## src/rtl/add_bus_pkg.sv

```systemverilog
package add_bus_pkg;

  // Timing source for the add bus.
  typedef enum logic {
    SRC_GEN = 1'b0,
    SRC_BUS = 1'b1
  } tsrc_e;

  // Next value of a wrapping counter with lim states.
  function automatic int wrap_inc(input int v, input int lim);
    return (v + 1 >= lim) ? 0 : v + 1;
  endfunction

  // Parity bit that makes the total count of ones odd.
  function automatic logic odd_fill(input logic [15:0] v);
    return ~(^v);
  endfunction

endpackage

```

## src/rtl/add_bus_frame_ctr.sv

```systemverilog
module add_bus_frame_ctr #(
  parameter int ROWS = 9,
  parameter int COLS = 270,
  localparam int RW = $clog2(ROWS),
  localparam int CW = $clog2(COLS)
) (
  input  logic          clk,
  input  logic          rst_n,
  input  logic          resync,
  output logic [RW-1:0] row,
  output logic [CW-1:0] col
);
  import add_bus_pkg::*;

  logic last_col;
  logic last_row;

  assign last_col = (int'(col) == COLS - 1);
  assign last_row = (int'(row) == ROWS - 1);

  always_ff @(posedge clk or negedge rst_n) begin
    if (!rst_n) begin
      row <= '0;
      col <= '0;
    end else if (resync) begin
      // The resync clock is column 0, so the next clock is column 1.
      row <= '0;
      col <= CW'(1);
    end else begin
      col <= CW'(wrap_inc(int'(col), COLS));
      if (last_col) row <= RW'(wrap_inc(int'(row), ROWS));
    end
  end

  // the frame wraps from the last slot back to position 0.
  a_r1_frame_wrap: assert property (@(posedge clk) disable iff (!rst_n)
    (last_col && last_row && !resync) |=> (row == '0 && col == '0));

  // a resync pulse realigns the counter to row 0, column 1.
  a_r6_resync_load: assert property (@(posedge clk) disable iff (!rst_n)
    resync |=> (row == '0 && col == CW'(1)));

endmodule

```

## src/rtl/add_bus_marker_gen.sv

```systemverilog
module add_bus_marker_gen #(
  parameter int ROWS = 9,
  parameter int COLS = 270,
  parameter int TOH_COLS = 9,
  localparam int RW = $clog2(ROWS),
  localparam int CW = $clog2(COLS)
) (
  input  logic          clk,
  input  logic          rst_n,
  input  logic [RW-1:0] row,
  input  logic [CW-1:0] col,
  input  logic          bus_timed,
  input  logic          poh_en,
  input  logic          sep_c1_en,
  input  logic [CW-1:0] j1_off,
  input  logic          c1j1_in,
  input  logic          c1_in,
  input  logic          spe_in,
  output logic          comp_c1j1,
  output logic          c1_sep,
  output logic          spe_act,
  output logic          resync
);
  import add_bus_pkg::*;

  tsrc_e      src;
  logic       c1_slot;
  logic       j1_slot;
  logic       gen_spe;
  logic       bus_mark;
  logic [CW:0] j1_col;

  assign src      = tsrc_e'(bus_timed);
  assign c1_slot  = (row == '0) && (col == '0);
  assign j1_col   = (CW+1)'(TOH_COLS) + {1'b0, j1_off};
  assign j1_slot  = poh_en && (row == '0) && ({1'b0, col} == j1_col);
  assign gen_spe  = (col >= CW'(TOH_COLS));
  assign bus_mark = c1j1_in | c1_in;

  always_comb begin
    if (src == SRC_BUS) begin
      comp_c1j1 = bus_mark;
      spe_act   = spe_in;
      c1_sep    = 1'b0;
      resync    = bus_mark && !spe_in;
    end else begin
      comp_c1j1 = c1_slot | j1_slot;
      spe_act   = gen_spe;
      c1_sep    = sep_c1_en && c1_slot;
      resync    = 1'b0;
    end
  end

  // a generated J1 marker always falls inside the SPE window.
  a_r3_j1_in_spe: assert property (@(posedge clk) disable iff (!rst_n)
    (!bus_timed && j1_slot) |-> spe_act);

  // the separate C1 marker never appears without the composite marker.
  a_r4_sep_in_comp: assert property (@(posedge clk) disable iff (!rst_n)
    c1_sep |-> comp_c1j1);

  // the generated C1 slot lasts one clock.
  a_r1_c1_one_clock: assert property (@(posedge clk) disable iff (!rst_n)
    (!bus_timed && c1_slot) |=> !c1_slot);

endmodule

```

## src/rtl/add_bus_ctrl.sv

```systemverilog
module add_bus_ctrl #(
  parameter int ROWS = 9,
  parameter int COLS = 270,
  parameter int TOH_COLS = 9,
  parameter int DW = 8,
  localparam int RW = $clog2(ROWS),
  localparam int CW = $clog2(COLS)
) (
  input  logic          clk,
  input  logic          rst_n,
  input  logic          bus_timed,
  input  logic          poh_en,
  input  logic          sep_c1_en,
  input  logic          par_data_only,
  input  logic [CW-1:0] j1_off,
  input  logic [DW-1:0] pay_data,
  input  logic          c1j1_in,
  input  logic          c1_in,
  input  logic          spe_in,
  output logic [DW-1:0] ad_out,
  output logic          ad_oe,
  output logic          add_n,
  output logic          c1j1_out,
  output logic          c1_out,
  output logic          spe_out,
  output logic          timing_oe,
  output logic          par_out
);
  import add_bus_pkg::*;

  logic [RW-1:0] row;
  logic [CW-1:0] col;
  logic          resync;
  logic          comp_c1j1;
  logic          c1_sep;
  logic          spe_act;
  logic          slot_act;
  logic          full_cover;
  logic [DW+1:0] cover_bits;

  add_bus_frame_ctr #(.ROWS(ROWS), .COLS(COLS)) u_ctr (
    .clk    (clk),
    .rst_n  (rst_n),
    .resync (resync),
    .row    (row),
    .col    (col)
  );

  add_bus_marker_gen #(.ROWS(ROWS), .COLS(COLS), .TOH_COLS(TOH_COLS)) u_mark (
    .clk       (clk),
    .rst_n     (rst_n),
    .row       (row),
    .col       (col),
    .bus_timed (bus_timed),
    .poh_en    (poh_en),
    .sep_c1_en (sep_c1_en),
    .j1_off    (j1_off),
    .c1j1_in   (c1j1_in),
    .c1_in     (c1_in),
    .spe_in    (spe_in),
    .comp_c1j1 (comp_c1j1),
    .c1_sep    (c1_sep),
    .spe_act   (spe_act),
    .resync    (resync)
  );

  // Nothing is driven while the block is held in reset.
  assign slot_act  = spe_act && rst_n;
  assign ad_oe     = slot_act;
  assign add_n     = !slot_act;
  assign ad_out    = slot_act ? pay_data : '0;
  assign spe_out   = spe_act && rst_n;
  assign c1j1_out  = comp_c1j1 && rst_n;
  assign c1_out    = c1_sep && rst_n;
  assign timing_oe = !bus_timed;

  // SPE and marker bits count toward parity only when this block drives them.
  assign full_cover = !bus_timed && !par_data_only;
  assign cover_bits = full_cover ? {ad_out, spe_out, c1j1_out} : {ad_out, 2'b00};
  assign par_out    = slot_act ? odd_fill(16'(cover_bits)) : 1'b0;

  // parity is quiet on slots that are not driven.
  a_r9_par_quiet: assert property (@(posedge clk) disable iff (!rst_n)
    !ad_oe |-> !par_out);

  // with data-only coverage, data plus parity has an odd number of ones.
  a_r8_odd_data: assert property (@(posedge clk) disable iff (!rst_n)
    (ad_oe && (bus_timed || par_data_only)) |-> (^{ad_out, par_out}));

  // a released bus shows no data and no add indication.
  a_r7_idle_bus: assert property (@(posedge clk) disable iff (!rst_n)
    !ad_oe |-> (add_n && ad_out == '0));

  // the separate C1 output stays low in bus timing.
  a_r4_no_c1_bus: assert property (@(posedge clk) disable iff (!rst_n)
    bus_timed |-> !c1_out);

endmodule

```

## config.mk

```make
export PLATFORM = sky130hd
export DESIGN_NAME = add_bus_ctrl
export DESIGN_NICKNAME = d
export VERILOG_FILES = /design/src/rtl/add_bus_pkg.sv /design/src/rtl/add_bus_frame_ctr.sv /design/src/rtl/add_bus_marker_gen.sv /design/src/rtl/add_bus_ctrl.sv
export SDC_FILE = /design/constraint.sdc
export NUM_CORES = 1
export LEC_CHECK = 0
export BUFFER_PORTS_ARGS = -buffer_cell sky130_fd_sc_hd__buf_4
export CORE_ASPECT_RATIO = 0.5
export CORE_MARGIN = 2
export CORE_UTILIZATION = 48
export DETAILED_ROUTE_END_ITERATION = 10
export PLACE_DENSITY = 0.88
export RECOVER_POWER = 100
export REMOVE_ABC_BUFFERS = 1
export SKIP_CTS_REPAIR_TIMING = 1
export SLEW_MARGIN = 40
export SYNTH_ARGS = -nofsm -noshare
export SYNTH_HDL_FRONTEND = slang
export SYNTH_HIERARCHICAL = 1
export SYNTH_SLANG_ARGS = --single-unit
```

## constraint.sdc

```tcl
create_clock -name clk -period 3.2 [get_ports clk]
set_input_delay 0.64 -clock clk [delete_from_list [all_inputs] [get_ports clk]]
set_output_delay 0.64 -clock clk [all_outputs]
set_load 0.01 [all_outputs]
```

# Word level (Yosys, flattened, before mapping)
# Index checks and enable logic that the tools add are counted.
totals:
  register_bits: 13
  input_bits: 26
  output_inout_bits: 15
classes:
  n_addsub: 3
  order_cmp: 3
  eq_ne: 2
  muxes: 12
  bitwise: 3
  n_reduce_logical: 17
ops:
  columns: ["operator", "count"]
  rows:
  - ["$mux W9", 2]
  - ["$reduce_xor A16 Y1", 1]
  - ["$mux W4", 3]
  - ["$add A4 B9 Y10 const A", 1]
  - ["$add A9 B1 Y10 const B", 1]
  - ["$eq A9 B10 Y1", 1]
  - ["$ge A10 B9 Y1 const B", 1]
  - ["$eq A9 B9 Y1 const B", 1]
  - ["$ge A9 B4 Y1 const B", 1]
  - ["$logic_and A1 B1 Y1", 9]
  - ["$logic_not A9 Y1", 1]
  - ["$mux W8", 1]
  - ["$add A4 B1 Y5 const B", 1]
  - ["$ge A5 B4 Y1 const B", 1]
  - ["$mux W1", 5]
  - ["$logic_not A1 Y1", 4]
  - ["$logic_not A4 Y1", 1]
  - ["$mux W2", 1]
  - ["$or A1 B1 Y1", 2]
  - ["$reduce_bool A2 Y1", 1]
  - ["$not A1 Y1", 1]

# Longest topological paths before layout
# Gate-level depths: netlist of run 1.
depth:
  ltp_word: 10
  ltp_mapped: 10

# Hierarchy
# Netlist of run 1, hierarchy kept.
by_module_without_submodules:
  columns: ["module", "n_inst", "cells_each", "area_per_inst_um2", "seq_area_each_um2"]
  rows:
  - ["add_bus_frame_ctr", 1, 105, 963.4, 325.3]
  - ["add_bus_marker_gen", 1, 64, 434.2, 0.0]
  - ["add_bus_ctrl", 1, 27, 203.9, 0.0]

# Worst setup path before layout of run 1
# OpenSTA, ideal clock, no wires.
synth_path:
  path_type: "input -> output"
  start: "input port j1_off[0]"
  end: "output port par_out"
  t_arrival_ns: 2.652
  slack_ns: -0.092
  cell_stages: 10
  path_cell_list: "ha_1 o41ai_1 a31oi_1 nor4b_1 a21oi_1 o31ai_2 xor2_1 nand3_1 xnor3_1 nor2_1"
synth_via:
  elab_chain_len: 10
synth_rtl:
  columns: ["element", "line", "rtl"]
  rows:
  - ["start: declaration", "add_bus_ctrl.sv:15", "input logic [CW-1:0] j1_off,"]
  - ["$add A4 B9 Y10", "add_bus_marker_gen.sv:35", "assign j1_col = (CW+1)'(TOH_COLS) + {1'b0, j1_off};"]
  - ["$eq A9 B10 Y1", "add_bus_marker_gen.sv:36", "assign j1_slot = poh_en && (row == '0) && ({1'b0, col} == j1_col);"]
  - ["$logic_and A1 B1 Y1", "add_bus_marker_gen.sv:36", null]
  - ["$or A1 B1 Y1", "add_bus_marker_gen.sv:47", "comp_c1j1 = c1_slot | j1_slot;"]
  - ["$mux W1", "add_bus_marker_gen.sv:41", "if (src == SRC_BUS) begin"]
  - ["named net comp_c1j1", "add_bus_ctrl.sv:34", "logic comp_c1j1;"]
  - ["$logic_and A1 B1 Y1", "add_bus_ctrl.sv:73", "assign c1j1_out = comp_c1j1 && rst_n;"]
  - ["$mux W2", "add_bus_ctrl.sv:79", "assign cover_bits = full_cover ? {ad_out, spe_out, c1j1_out} : {ad_out, 2'b00};"]
  - ["$reduce_xor A16 Y1", "add_bus_pkg.sv:16", "return ~(^v);"]
  - ["$not A1 Y1", "add_bus_pkg.sv:16", null]
  - ["$mux W1", "add_bus_ctrl.sv:80", "assign par_out = slot_act ? odd_fill(16'(cover_bits)) : 1'b0;"]
  - ["end: declaration", "add_bus_ctrl.sv:27", "output logic par_out"]
# The timed path passes the listed nets, and every way through them passes these cells.

# Worst setup path after layout of run 1
# Ends and elaborated chain as after synthesis.

==> run summary, run 1 <==
fin crit period - 3.35 ns
RR Startpoint - u_ctr/col[0]
failing checks - negative setup slack
Mean Syn Cell Area - 8.17 um2
Num CTS Buffers - 3
Initial Util - 51.9%
Filler cells - 209
vias in the first global route - 1,625
final setup fails - 1
f_max - 298 MHz
Crit Path Class - input port to output pin
std cell rows - 14
# diodes - 0
CP required - 2.56 ns
Worst Setup SP - j1_off[0]
clock skew after layout - 0.00263 ns
Crit path max-delay family - compound AO/OA/AOI/OAI gates
critical path peak fanout - 4
Final Max Slew Viols - 0
GP Congestion - 0.925
GRT Total Usage - 24.2%
crit-path most repeated cell - buf_4
Max Root-Sink Buffers - 2
worst stage delay on the critical path - 0.28 ns
Slew headroom - 48.8%
synthesis warning total - 6
Critical Path AT - 2.71 ns
Area Overhead vs Synth - 39.8%
core area - 0.00308 mm2
first-pass GRT wire length - 7340 um
Clock power frac - 13.8%
Post-Syn Area - 0.00160 mm2
final worst path period share - 105%
Syn Inst Count - 196
main flop type after synthesis - dfrtp_1
max_cap viols - 0
# DRC - 0
# nets final - 284
critical path buffer and inverter count - 3
IO Port Bufs - 40
power per cell area - 486 mW/mm2
Setup Slack @ Placement - -0.458 ns
initial antenna violation count - 0
DP HPWL - 3580 um
net switching power figure - 497 uW
Comb pwr share - 61.2%
crit-path cells - buf_8 -> ha_4 -> buf_4 -> nor3_2 -> a21oi_2 -> o221ai_2 -> o2111ai_2 -> o31ai_2 -> xor2_1 -> nand3_1 -> xnor3_1 -> nor2_1 -> buf_4
endpoints failing hold - 0
Async S/R FF share, synth - 100%
startpoint types - input port
VDD IR max - 412 uV
P_int - 591 uW
clock latency on the worst-skew pair - 0.24 ns
synth cell count leaders - xnor2_1, nor2_1, dfrtp_1, nand2_1
total clock sinks - 13
Yosys top cell area share - 20.3%
final setup margin - -0.153 ns
Slowest cell on crit path - o31ai_2
Worst-Margin Slew - 0.768 ns
Multi-input gate area - 0.00128 mm2
Initial DRC Count - 137
EDFF count, synth - 0
H-tree Lvls - 1
main area contributors after synthesis - dfrtp_1, xnor2_1, xor2_1, and3_1, ha_1
sequential element share of the synthesized area - 20.3%
Tot Pwr - 1.09 mW
Clock transition at path regs - 0.06 ns
Via density - 6.59
#FFs+latches synth - 13
# IOs - 41
DR WL/cell - 18.6 um
Die W - 85.7 um
Antenna Nets Post-Route - 0
largest net degree at the start of global routing - 26
CTS tree - done
Die Height - 44.8 um
switching share of total power - 45.7%
synth unique cells - 56
die area - 0.00384 mm2
layout cells sized above 1 - 35.3%
sequential power share - 25.0%
most numerous cell in the Yosys netlist - xnor2_1
Lkg Pwr - 0.983 nW
via count - 1,924
total global routing overflow - 0
Placed Cells - 287
final core utilization - 72.6%
status - finished, violations left
sequential cell area - 325 um2
first-pass detailed-route iteration total - 5
RSZ-0062 raised after global routing - true
Min-Delay Path Class - input port to asynchronous set/reset pin
fin cells - 292
Root Buffer - clkbuf_8
Synth area leader - dfrtp_1
Worst setup EP type - output pin
final WL - 5420 um
==> through the flow <==
step	cell area, um2	TNS (ns)	hold slack (ns)
floorplan	1550	-0.104	0.344
CTS	2110	-0.485	0.263
global route	2240	-0.276	0.275
detailed placement	2070	-0.458	0.528
finish	2240	-0.153	0.260
global placement	2070	-0.373	0.525
==> worst register-to-register path, delay by kind of cell, from the launching register on <==
kind                       cells  cell delay [ns]
adders and majority gates      1             0.50
DFF                            1             0.50
AOI/OAI and AO/OA              2             0.90
and+or+nand+nor                2             0.45
==> final timing paths <==
check                               endpoint  slack, ns  cells after the start
worst min-delay path            u_ctr/col[5]       0.26                      1
worst max-delay path                 par_out      -0.15                     13
max in group asynchronous       u_ctr/col[8]       2.73                      1
min in group clk                u_ctr/row[1]       0.60                      3
worst max register to register  u_ctr/col[5]       0.69                      5
worst min register to register  u_ctr/row[1]       0.60                      3
==> logic make-up (layout without fill, tap and decap cells) <==
family | Yosys count | in the layout | synth area share (%)
AO/OA/AOI/OAI | 48 | 48 | 23.2
XOR/XNOR | 28 | 28 | 16.6
adder cells (fa/ha/maj) | 6 | 6 | 4.53
buffers and inverters | 21 | 77 | 6.09
flip-flops | 13 | 13 | 20.3
multiplexers | 2 | 2 | 1.33
AND/OR/NAND/NOR | 78 | 78 | 27.9
==> registers in the layout, indices dropped and copies added (netlist names) <==
register	flops
u_ctr/col	9
u_ctr/row	4
==> layout make-up <==
class	count	area share [%]
tap	40	2.23
sequential	13	14.5
clock buffer	4	2.01
multi-input combinational	162	57.4
timing repair buffer	62	22.0
inverter	11	1.84
==> placed cells by master (no fill, tap or decap), types with 2 or more instances in the layout <==
cell       netlist  final
a311oi_1         2      2
o21a_1           2      2
nand3_1         10     10
and4b_1          2      2
clkbuf_8         0      3
a2111oi_2        2      2
o211ai_1         3      3
nor4b_1          4      3
inv_1           11     11
ha_1             5      4
xor2_1          11     10
nand3b_1         2      2
and4_1           2      2
a31oi_1          5      4
a2111oi_1        3      3
buf_4            1     58
buf_6            1      2
a21oi_1          8      6
xnor2_1         15     15
a21oi_2          0      2
or3_1            2      2
nand2_1         13     13
and2_1           6      6
dfrtp_1         13     13
nor2_1          14     14
nor4_1           4      4
and3_1          10      9
o21ai_0          6      6
==> routing by layer <==
metal / wire [um] / global-route usage [%] / vias to the layer above
met5: 0 / 0 / -
met4: 208 / 7.30 / 0
met2: 2620 / 43.6 / 128
met1: 2160 / 31.1 / 920
li1: - / - / 841
met3: 425 / 3.29 / 35
==> power by group through the flow <==
stage                     sequential, mW  combinational, mW  clock [mW]
final                              0.272              0.666       0.151
after global routing               0.280              0.706       0.163
after CTS                          0.260              0.587       0.154
after detailed placement           0.263              0.583           0
after global placement             0.261              0.556           0
after floorplan                    0.271              0.356           0
No activity file was read; power rests on OpenSTA's default activity.
==> inputs of run 2 (changes only) <==
--- a/config.mk
+++ b/config.mk
@@ -5,12 +5,13 @@
 export SDC_FILE = /design/constraint.sdc
 export NUM_CORES = 1
 export LEC_CHECK = 0
+export ABC_AREA = 0
 export BUFFER_PORTS_ARGS = -buffer_cell sky130_fd_sc_hd__buf_4
 export CORE_ASPECT_RATIO = 0.5
 export CORE_MARGIN = 2
-export CORE_UTILIZATION = 48
+export CORE_UTILIZATION = 45
 export DETAILED_ROUTE_END_ITERATION = 10
-export PLACE_DENSITY = 0.88
+export PLACE_DENSITY = 0.84
 export RECOVER_POWER = 100
 export REMOVE_ABC_BUFFERS = 1
 export SKIP_CTS_REPAIR_TIMING = 1
==> run 2 against run 1 <==
  * The run still ends with negative setup slack left
  * Critical endpoint unchanged
  * Routed wire length fell by 12%
  * Utilization fell by 8.9 points
  * Highest routed layer unchanged
  * Register-to-register slack improved by 0.07 ns
  * Design area fell by 2.8%
  * Critical path type is now flop to output pin
==> run summary, run 2 (synthesis gave the netlist of run 1 again) <==
Max Root-Sink Buffers - 2 (unchanged)
total global routing overflow - 0 (unchanged)
Die W - 88.4 um (was 85.7 um)
Filler cells - 280 (was 209)
largest net degree at the start of global routing - 26 (unchanged)
Root Buffer - clkbuf_8 (unchanged)
max FFs per register - 9 (unchanged)
DR WL/cell - 15.8 um (was 18.6 um)
status - finished, violations left (unchanged)
Crit Path Class - flop to output pin (was input port to output pin)
Worst-Margin Slew - 0.683 ns (was 0.768 ns)
max_cap viols - 0 (unchanged)
placed inst area - 0.00207 mm2 (about the same)
Num CTS Buffers - 3 (unchanged)
CTS tree - done (unchanged)
final WL - 4790 um (was 5420 um)
first-pass GRT wire length - 7180 um (was 7340 um)
total clock sinks - 13 (unchanged)
power per cell area - 471 mW/mm2 (was 486 mW/mm2)
Die Height - 46.2 um (was 44.8 um)
final worst path period share - 106% (was 105%)
Setup Slack @ Placement - -0.447 ns (was -0.458 ns)
Clock transition at path regs - 0.06 ns (about the same)
first-pass detailed-route iteration total - 4 (was 5)
die area - 0.00408 mm2 (was 0.00384 mm2)
endpoints failing hold - 0 (unchanged)
vias in the first global route - 1,586 (was 1,625)
core area - 0.00342 mm2 (was 0.00308 mm2)
most frequent cells in the layout - buf_4, xnor2_1, nor2_1, nand2_1, dfrtp_1 (unchanged)
Slew headroom - 54.5% (was 48.8%)
initial antenna violation count - 0 (unchanged)
f_max - 294 MHz (was 298 MHz)
most common library cell in the layout ignoring fill and taps - buf_4 (unchanged)
std cell rows - 15 (was 14)
Lkg Pwr - 0.972 nW (was 0.983 nW)
startpoint types - flop (was input port)
final setup margin - -0.206 ns (was -0.153 ns)
via count - 1,787 (was 1,924)
Biggest register - u_ctr/col (unchanged)
clock skew after layout - 0.00183 ns (was 0.00263 ns)
# IOs - 41 (unchanged)
# DRC - 0 (unchanged)
Initial Util - 46.9% (was 51.9%)
clock latency on the worst-skew pair - 0.24 ns (about the same)
leading registers by flop count - u_ctr/col x9, u_ctr/row x4 (unchanged)
Min-Delay Path Class - input port to asynchronous set/reset pin (unchanged)
fin crit period - 3.41 ns (was 3.35 ns)
Initial DRC Count - 92 (was 137)
IO Port Bufs - 40 (unchanged)
DP HPWL - 3430 um (was 3580 um)
VDD IR max - 244 uV (was 412 uV)
CP required - 2.56 ns (about the same)
Worst setup EP type - output pin (unchanged)
Antenna Nets Post-Route - 0 (unchanged)
Final Cell Area - 0.00218 mm2 (was 0.00224 mm2)
GP Congestion - 0.920 (was 0.925)
Via density - 5.90 (was 6.59)
Critical Path AT - 2.77 ns (was 2.71 ns)
Area Overhead vs Synth - 35.9% (was 39.8%)
GRT Total Usage - 22.5% (was 24.2%)
RSZ-0062 raised after global routing - true (unchanged)
final setup fails - 1 (unchanged)
critical path peak fanout - 2 (was 4)
# nets final - 284 (unchanged)
failing checks - negative setup slack (unchanged)
layout cells sized above 1 - 32.9% (was 35.3%)
H-tree Lvls - 1 (unchanged)
# diodes - 0 (unchanged)
Final Max Slew Viols - 0 (unchanged)
[run 2: stage by stage]
stage	total power, mW	cells	TNS, ns	utilization (%)	hold slack [ns]
global placement	0.818	299	-0.368	60.7	0.524
floorplan	0.626	186	-0.104	-	0.344
CTS	0.999	303	-0.482	62.1	0.268
finish	1.02	303	-0.206	63.7	0.267
detailed placement	0.843	299	-0.447	60.7	0.531
global route	1.10	303	-0.318	63.7	0.284
[run 2: final timing paths]
| kind | from | endpoint | slack (ns) | depth (start not counted) |
|---|---|---|---|---|
| setup / recovery | u_ctr/row[1] | par_out | -0.21 | 9 |
| setup reg to reg | u_ctr/col[0] | u_ctr/col[6] | 0.76 | 5 |
| hold reg to reg | u_ctr/row[0] | u_ctr/row[0] | 0.62 | 2 |
| max in group asynchronous | rst_n | u_ctr/row[0] | 2.72 | 1 |
| min in group clk | u_ctr/row[0] | u_ctr/row[0] | 0.62 | 2 |
| hold / removal | rst_n | u_ctr/col[1] | 0.27 | 1 |
[run 2: power breakdown]
group / internal (mW) / total [mW] / switching, mW
registers: 0.199 / 0.256 / 0.0571
clock network: 0.0880 / 0.149 / 0.0611
logic: 0.289 / 0.619 / 0.330
total: 0.576 / 1.02 / 0.448
[run 2: metal layers]
metal	up-vias	global-route usage [%]	share of wire [%]
li1	852	-	-
met1	843	27.5	41
met2	82	42.6	51
met3	10	2.15	6.3
met4	0	7.88	1.8
met5	-	0	0
[run 2: worst max-delay path: stages, from the launching register on]
cell       delay [ns]
dfrtp_1          0.39
or4_4            0.55
nor4_2           0.33
o2111ai_1        0.17
o31ai_2          0.29
xor2_1           0.20
nand3_1          0.13
xnor3_1          0.22
nor2_1           0.12
buf_4            0.12
[run 2: final cells by class]
cell class / count / area (um2) / share of cell area [%]
Clock buffer: 4 / 45.0 / 2.07
Inverter: 11 / 41.3 / 1.90
Multi-Input combinational cell: 162 / 1220 / 56.1
Sequential cell: 13 / 325 / 15.0
Tap cell: 51 / 63.8 / 2.93
Timing Repair Buffer: 62 / 480 / 22.1
